==> config.mk <==
export PLATFORM = sky130hd
export DESIGN_NAME = fsqrt_iter
export DESIGN_NICKNAME = d
export VERILOG_FILES = /design/src/rtl/fsqrt_pkg.sv /design/src/rtl/fsqrt_special.sv /design/src/rtl/fsqrt_step.sv /design/src/rtl/fsqrt_iter.sv
export SDC_FILE = /design/constraint.sdc
export NUM_CORES = 1
export LEC_CHECK = 0
export ABC_CLOCK_PERIOD_IN_PS = 18100
export BUFFER_PORTS_ARGS = -buffer_cell sky130_fd_sc_hd__buf_2
export CORE_MARGIN = 2
export CORE_UTILIZATION = 44
export CTS_BUF_LIST = sky130_fd_sc_hd__clkbuf_2
export DETAILED_ROUTE_END_ITERATION = 8
export SLEW_MARGIN = 20
export SYNTH_ARGS = -nofsm -noshare
export SYNTH_HDL_FRONTEND = slang
export SYNTH_HIERARCHICAL = 1
export SYNTH_SLANG_ARGS = --single-unit
==> constraint.sdc <==
create_clock -name clk -period 18.1 [get_ports clk]
set_input_delay 5.43 -clock clk [delete_from_list [all_inputs] [get_ports clk]]
set_output_delay 5.43 -clock clk [all_outputs]
set_load 0.05 [all_outputs]
==> src/rtl/fsqrt_pkg.sv <==
package fsqrt_pkg;
    typedef enum logic [2:0] {
        CLS_ZERO = 3'd0,
        CLS_NUM  = 3'd1,
        CLS_INF  = 3'd2,
        CLS_QNAN = 3'd3,
        CLS_SNAN = 3'd4
    } fclass_e;

    typedef enum logic {
        ST_IDLE = 1'b0,
        ST_RUN  = 1'b1
    } phase_e;
endpackage

==> src/rtl/fsqrt_special.sv <==
module fsqrt_special
    import fsqrt_pkg::*;
#(
    parameter int FRAC_W = 32
) (
    input  logic [2:0]        cls_i,
    input  logic              sign_i,
    input  logic [FRAC_W-1:0] frac_i,
    output logic              is_special_o,
    output logic [2:0]        cls_o,
    output logic              sign_o,
    output logic [FRAC_W-1:0] frac_o,
    output logic              invalid_o
);
    always_comb begin
        is_special_o = 1'b1;
        cls_o        = CLS_QNAN;
        sign_o       = 1'b0;
        frac_o       = '0;
        invalid_o    = 1'b1;
        case (cls_i)
            CLS_ZERO: begin
                cls_o     = CLS_ZERO;
                sign_o    = sign_i;
                invalid_o = 1'b0;
            end
            CLS_NUM: begin
                // positive numbers go to the recurrence
                is_special_o = sign_i;
            end
            CLS_INF: begin
                if (!sign_i) begin
                    cls_o     = CLS_INF;
                    invalid_o = 1'b0;
                end
            end
            CLS_QNAN: begin
                sign_o    = sign_i;
                frac_o    = frac_i;
                invalid_o = 1'b0;
            end
            CLS_SNAN: begin
                sign_o = sign_i;
                frac_o = frac_i;
            end
            default: ;
        endcase
    end
endmodule

==> src/rtl/fsqrt_step.sv <==
module fsqrt_step #(
    parameter int FRAC_W = 32,
    parameter int W      = FRAC_W + 2
) (
    input  logic [W-1:0]      rem_i,
    input  logic [W-1:0]      acc_i,
    input  logic [FRAC_W-1:0] root_i,
    input  logic [FRAC_W-1:0] bit_i,
    output logic [W-1:0]      rem_o,
    output logic [W-1:0]      acc_o,
    output logic [FRAC_W-1:0] root_o,
    output logic [FRAC_W-1:0] bit_o
);
    logic [W-1:0] bit_w;
    logic [W-1:0] trial;
    logic [W-1:0] rem_sub;

    always_comb begin
        bit_w   = W'(bit_i);
        trial   = acc_i + bit_w;
        rem_sub = rem_i;
        acc_o   = acc_i;
        root_o  = root_i;
        if (trial <= rem_i) begin
            acc_o   = trial + bit_w;
            rem_sub = rem_i - trial;
            root_o  = root_i | bit_i;
        end
        rem_o = {rem_sub[W-2:0], 1'b0};
        bit_o = bit_i >> 1;
    end
endmodule

==> src/rtl/fsqrt_iter.sv <==
module fsqrt_iter
    import fsqrt_pkg::*;
#(
    parameter int FRAC_W = 32,
    parameter int HIDDEN = 30,
    parameter int EXP_W  = 12
) (
    input  logic                    clk,
    input  logic                    rst_n,
    input  logic                    start,
    input  logic [2:0]              op_cls,
    input  logic                    op_sign,
    input  logic signed [EXP_W-1:0] op_exp,
    input  logic [FRAC_W-1:0]       op_frac,
    output logic                    busy,
    output logic                    done,
    output logic [2:0]              res_cls,
    output logic                    res_sign,
    output logic signed [EXP_W-1:0] res_exp,
    output logic [FRAC_W-1:0]       res_frac,
    output logic                    inexact,
    output logic                    invalid
);
    localparam int W = FRAC_W + 2;
    localparam logic [FRAC_W-1:0] BIT_INIT = FRAC_W'(1) << HIDDEN;

    typedef struct packed {
        phase_e             ph;
        logic [W-1:0]       rem;
        logic [W-1:0]       acc;
        logic [FRAC_W-1:0]  root;
        logic [FRAC_W-1:0]  wbit;
        logic [EXP_W-1:0]   wexp;
        logic [2:0]         rcls;
        logic               rsign;
        logic [EXP_W-1:0]   rexp;
        logic [FRAC_W-1:0]  rfrac;
        logic               rdone;
        logic               rinexact;
        logic               rinvalid;
    } regs_t;

    regs_t r_q, r_d;

    logic              sp_is;
    logic [2:0]        sp_cls;
    logic              sp_sign;
    logic [FRAC_W-1:0] sp_frac;
    logic              sp_inv;

    fsqrt_special #(.FRAC_W(FRAC_W)) u_special (
        .cls_i        (op_cls),
        .sign_i       (op_sign),
        .frac_i       (op_frac),
        .is_special_o (sp_is),
        .cls_o        (sp_cls),
        .sign_o       (sp_sign),
        .frac_o       (sp_frac),
        .invalid_o    (sp_inv)
    );

    logic [W-1:0]      rem_n;
    logic [W-1:0]      acc_n;
    logic [FRAC_W-1:0] root_n;
    logic [FRAC_W-1:0] bit_n;

    fsqrt_step #(.FRAC_W(FRAC_W), .W(W)) u_step (
        .rem_i  (r_q.rem),
        .acc_i  (r_q.acc),
        .root_i (r_q.root),
        .bit_i  (r_q.wbit),
        .rem_o  (rem_n),
        .acc_o  (acc_n),
        .root_o (root_n),
        .bit_o  (bit_n)
    );

    logic sticky;
    assign sticky = (rem_n != '0);

    always_comb begin
        r_d       = r_q;
        r_d.rdone = 1'b0;
        case (r_q.ph)
            ST_IDLE: begin
                if (start) begin
                    if (sp_is) begin
                        r_d.rcls     = sp_cls;
                        r_d.rsign    = sp_sign;
                        r_d.rexp     = '0;
                        r_d.rfrac    = sp_frac;
                        r_d.rinexact = 1'b0;
                        r_d.rinvalid = sp_inv;
                        r_d.rdone    = 1'b1;
                    end else begin
                        r_d.rem  = op_exp[0] ? {1'b0, op_frac, 1'b0}
                                             : {2'b00, op_frac};
                        r_d.acc  = '0;
                        r_d.root = '0;
                        r_d.wbit = BIT_INIT;
                        r_d.wexp = op_exp >>> 1;
                        r_d.ph   = ST_RUN;
                    end
                end
            end
            ST_RUN: begin
                r_d.rem  = rem_n;
                r_d.acc  = acc_n;
                r_d.root = root_n;
                r_d.wbit = bit_n;
                if (bit_n == '0) begin
                    r_d.ph       = ST_IDLE;
                    r_d.rcls     = CLS_NUM;
                    r_d.rsign    = 1'b0;
                    r_d.rexp     = r_q.wexp;
                    r_d.rfrac    = root_n | {{(FRAC_W-1){1'b0}}, sticky};
                    r_d.rinexact = sticky;
                    r_d.rinvalid = 1'b0;
                    r_d.rdone    = 1'b1;
                end
            end
            default: r_d.ph = ST_IDLE;
        endcase
    end

    always_ff @(posedge clk or negedge rst_n) begin
        if (!rst_n) begin
            r_q      <= '0;
            r_q.ph   <= ST_IDLE;
            r_q.rcls <= CLS_ZERO;
        end else begin
            r_q <= r_d;
        end
    end

    assign busy     = (r_q.ph == ST_RUN);
    assign done     = r_q.rdone;
    assign res_cls  = r_q.rcls;
    assign res_sign = r_q.rsign;
    assign res_exp  = r_q.rexp;
    assign res_frac = r_q.rfrac;
    assign inexact  = r_q.rinexact;
    assign invalid  = r_q.rinvalid;

    // the result strobe never overlaps a running recurrence
    a_r2_done_idle: assert property (@(posedge clk) disable iff (!rst_n)
        done |-> !busy);

    // the bit weight is a single bit or empty
    a_r2_bit_onehot: assert property (@(posedge clk) disable iff (!rst_n)
        $onehot0(r_q.wbit));

    // a numeric result is normalised at the hidden position
    a_r4_hidden_bit: assert property (@(posedge clk) disable iff (!rst_n)
        (done && res_cls == CLS_NUM) |-> (res_frac[HIDDEN] && (res_frac >> (HIDDEN+1)) == '0));

    // inexact only on numbers, always with the sticky LSB set
    a_r5_sticky: assert property (@(posedge clk) disable iff (!rst_n)
        (done && inexact) |-> (res_cls == CLS_NUM && res_frac[0]));

    // invalid always comes with a quiet NaN
    a_r7_invalid_qnan: assert property (@(posedge clk) disable iff (!rst_n)
        (done && invalid) |-> (res_cls == CLS_QNAN));

    // results hold while the recurrence runs
    a_r9_hold: assert property (@(posedge clk) disable iff (!rst_n)
        busy |-> ($stable(res_frac) && $stable(res_exp) && $stable(res_cls)));
endmodule

==> flow_metrics.env <==
export IMPL_status="complete, no violations"
export IMPL_hold_depth=1
export IMPL_grt_antenna_before_repair=1
export IMPL_finalSetupViolCount=0
export IMPL_postRouteAntennaNets=0
export IMPL_critical_path_class="reg -> reg"
export IMPL_final_max_slew_viol_count=0
export IMPL_syn_avg_cell_area_um2=8.96
export IMPL_yosys_most_used_dff="dfrtp_1"
export IMPL_drt_initial_drc_count=1127
export IMPL_cts_buffers_inserted=17
export IMPL_post_cts_buffers=0
export IMPL_finalNetCount=1899
export IMPL_cp_start_kind="flop"
export IMPL_critPathBufInv=3
export IMPL_async_flop_share_pct=100
export IMPL_drv_cap=0
export IMPL_critPathLaunch="r_q[64]"
export IMPL_critPathTopFamily="compound AO/OA/AOI/OAI gates"
export IMPL_fin_skew_ps=93.2
export IMPL_grt_pass1_wl_mm=70.4
export IMPL_synth_distinct_cells=82
export IMPL_min_from="r_q[125]"
export IMPL_r2r_start="r_q[64]"
export IMPL_io_buffers=102
export IMPL_cts_buffer_depth=2
export IMPL_hold_class="reg -> reg"
export IMPL_first_pass_iters=7
export IMPL_synth_top_area_share_pct=31.0
export IMPL_core_rowCount=69
export IMPL_netlist_area_um2=15700
export IMPL_overflow=0
export IMPL_reg2reg_depth=28
export IMPL_synth_common_cells="dfrtp_1, nand2_1, ha_1"
export IMPL_tns_ps=0
export IMPL_post_dp_hpwl_mm=32.6
export IMPL_cpPeakStageDelay_ps=710
export IMPL_crit_slowest_cell="o21ai_1"
export IMPL_die_area_um2=37100
export IMPL_worst_path_max_fanout=72
export IMPL_path_depth=28
export IMPL_cts_sinks=194
export IMPL_grt_pass1_vias=12300
export IMPL_wl_per_cell_um=20.6
export IMPL_cts_resized=0
export IMPL_htreeDepth=4
export IMPL_synth_edf_count=0
export IMPL_cts_root_buf="clkbuf_2"
export IMPL_finalCriticalPeriod_ps=8070
export IMPL_yosysSeqAreaShare_pct=31.0
export IMPL_place_congestion=0.935
export IMPL_insertion_delay_ps=890
export IMPL_slew_headroom_pct=26.4
export IMPL_top_level_ports=103
export IMPL_syn_instance_count=1748
export IMPL_grt_usage_pct=24.4
export IMPL_drive_above_1_share_pct=13.1
export IMPL_period_share_pct=44.6
export IMPL_synth_most_common_cell="dfrtp_1"
export IMPL_cp_required_ps=18870
export IMPL_reg2reg_slack_ps=10030
export IMPL_start_util_pct=44.4
export IMPL_synth_area_top_cells="dfrtp_1, ha_1, a22o_1"
export IMPL_areaGrowthSynthToFinish_pct=2.60
export IMPL_max_freq_ghz=0.124
export IMPL_num_vias=13100
export IMPL_yosys_warnings=6
export IMPL_clk_pin_slew_ps=340
export IMPL_avgViaCountPerCell=5.99
export IMPL_wirelength_mm=45.0
export IMPL_grt_setup_unrepaired="false"
export IMPL_cp_data_arrival_time_ps=8840
export IMPL_hold_violations=0
export IMPL_max_slew_worst_pin_slew_ps=1100
export IMPL_cts_tree="done"
export IMPL_fp_dieW_um=193
export IMPL_coreArea_um2=35300
export IMPL_die_h_um=193
export IMPL_drc_errors=0
export IMPL_cpMostUsedCell="a21oi_1"
export IMPL_ys_seq_elements=194
export IMPL_grt_max_degree=100
export IMPL_crit_path_end_kind="flop"
export IMPL_synth_largest_area_cell="dfrtp_1"
export IMPL_hold_buffers=0
[cell families after synthesis]
| family | share of synthesized area, % |
|---|---|
| AOI/OAI and AO/OA | 29.6 |
| and+or+nand+nor | 13.7 |
| muxes | 1.33 |
| DFF | 31.0 |
| adders and majority gates | 10.8 |
| buffers and inverters | 9.01 |
| xor gates and xnor gates | 4.53 |
| other | 0.0479 |
[area by class of cell]
class,count,area (µm²)
well taps,461,577
multi-input cells,1292,9440
diodes,1,2.50
clock buffers,18,90.1
flip-flops and latches,194,4860
clock inverters,14,148
repair buffers,112,594
inverters,97,364
fillers,3422,19200
[metal layers]
| layer | wire length [µm] | track usage [%] | share of wire, % |
|---|---|---|---|
| met5 | 0 | 0 | 0 |
| met4 | 868 | 7.25 | 1.9 |
| met3 | 2660 | 3.56 | 5.9 |
| met2 | 19700 | 36.4 | 44 |
| met1 | 21800 | 36.2 | 48 |
[through the flow]
step | instance area, µm² | hold WS, ps | cells | utilization, % | setup WS (ps)
6_report | 16100 | 540 | 2189 | 45.5 | 10030
5_1_grt | 16100 | 551 | 2189 | 45.5 | 9430
2_1_floorplan | 15700 | 461 | 1749 | - | 11070
3_3_place_gp | 15800 | 479 | 2156 | 44.8 | 10020
4_1_cts | 16100 | 545 | 2188 | 45.5 | 10140
3_5_place_dp | 15800 | 482 | 2156 | 44.8 | 10010
[final timing paths]
kind,end
max,res_frac[0]
min,r_q[125]
max reg2reg,res_frac[0]
min reg2reg,r_q[125]
max in group asynchronous,busy
min in group asynchronous,res_frac[4]
[flip-flops by register name, indices dropped and copies added (netlist names)]
| name | cells |
|---|---|
| busy | 1 |
| done | 1 |
| inexact | 1 |
| invalid | 1 |
| r_q | 143 |
| res_cls | 3 |
| res_exp | 11 |
| res_frac | 32 |
| res_sign | 1 |
[cell usage in the layout (no fill, tap or decap), types with 33 or more instances in the layout]
cell type,netlist,routed
ha_1,131,131
inv_1,97,97
nor2_1,86,85
o21ai_0,78,78
xor2_1,34,34
xnor2_1,47,47
and2_1,37,36
dfrtp_1,194,193
nand2_1,161,161
a221o_1,34,34
a222oi_1,33,33
a22o_1,100,100
buf_2,27,101
a21o_1,71,71
a21oi_1,130,129
Power is not shown: default switching activity piles up to over one toggle a cycle in this logic, so the estimate is an artifact.
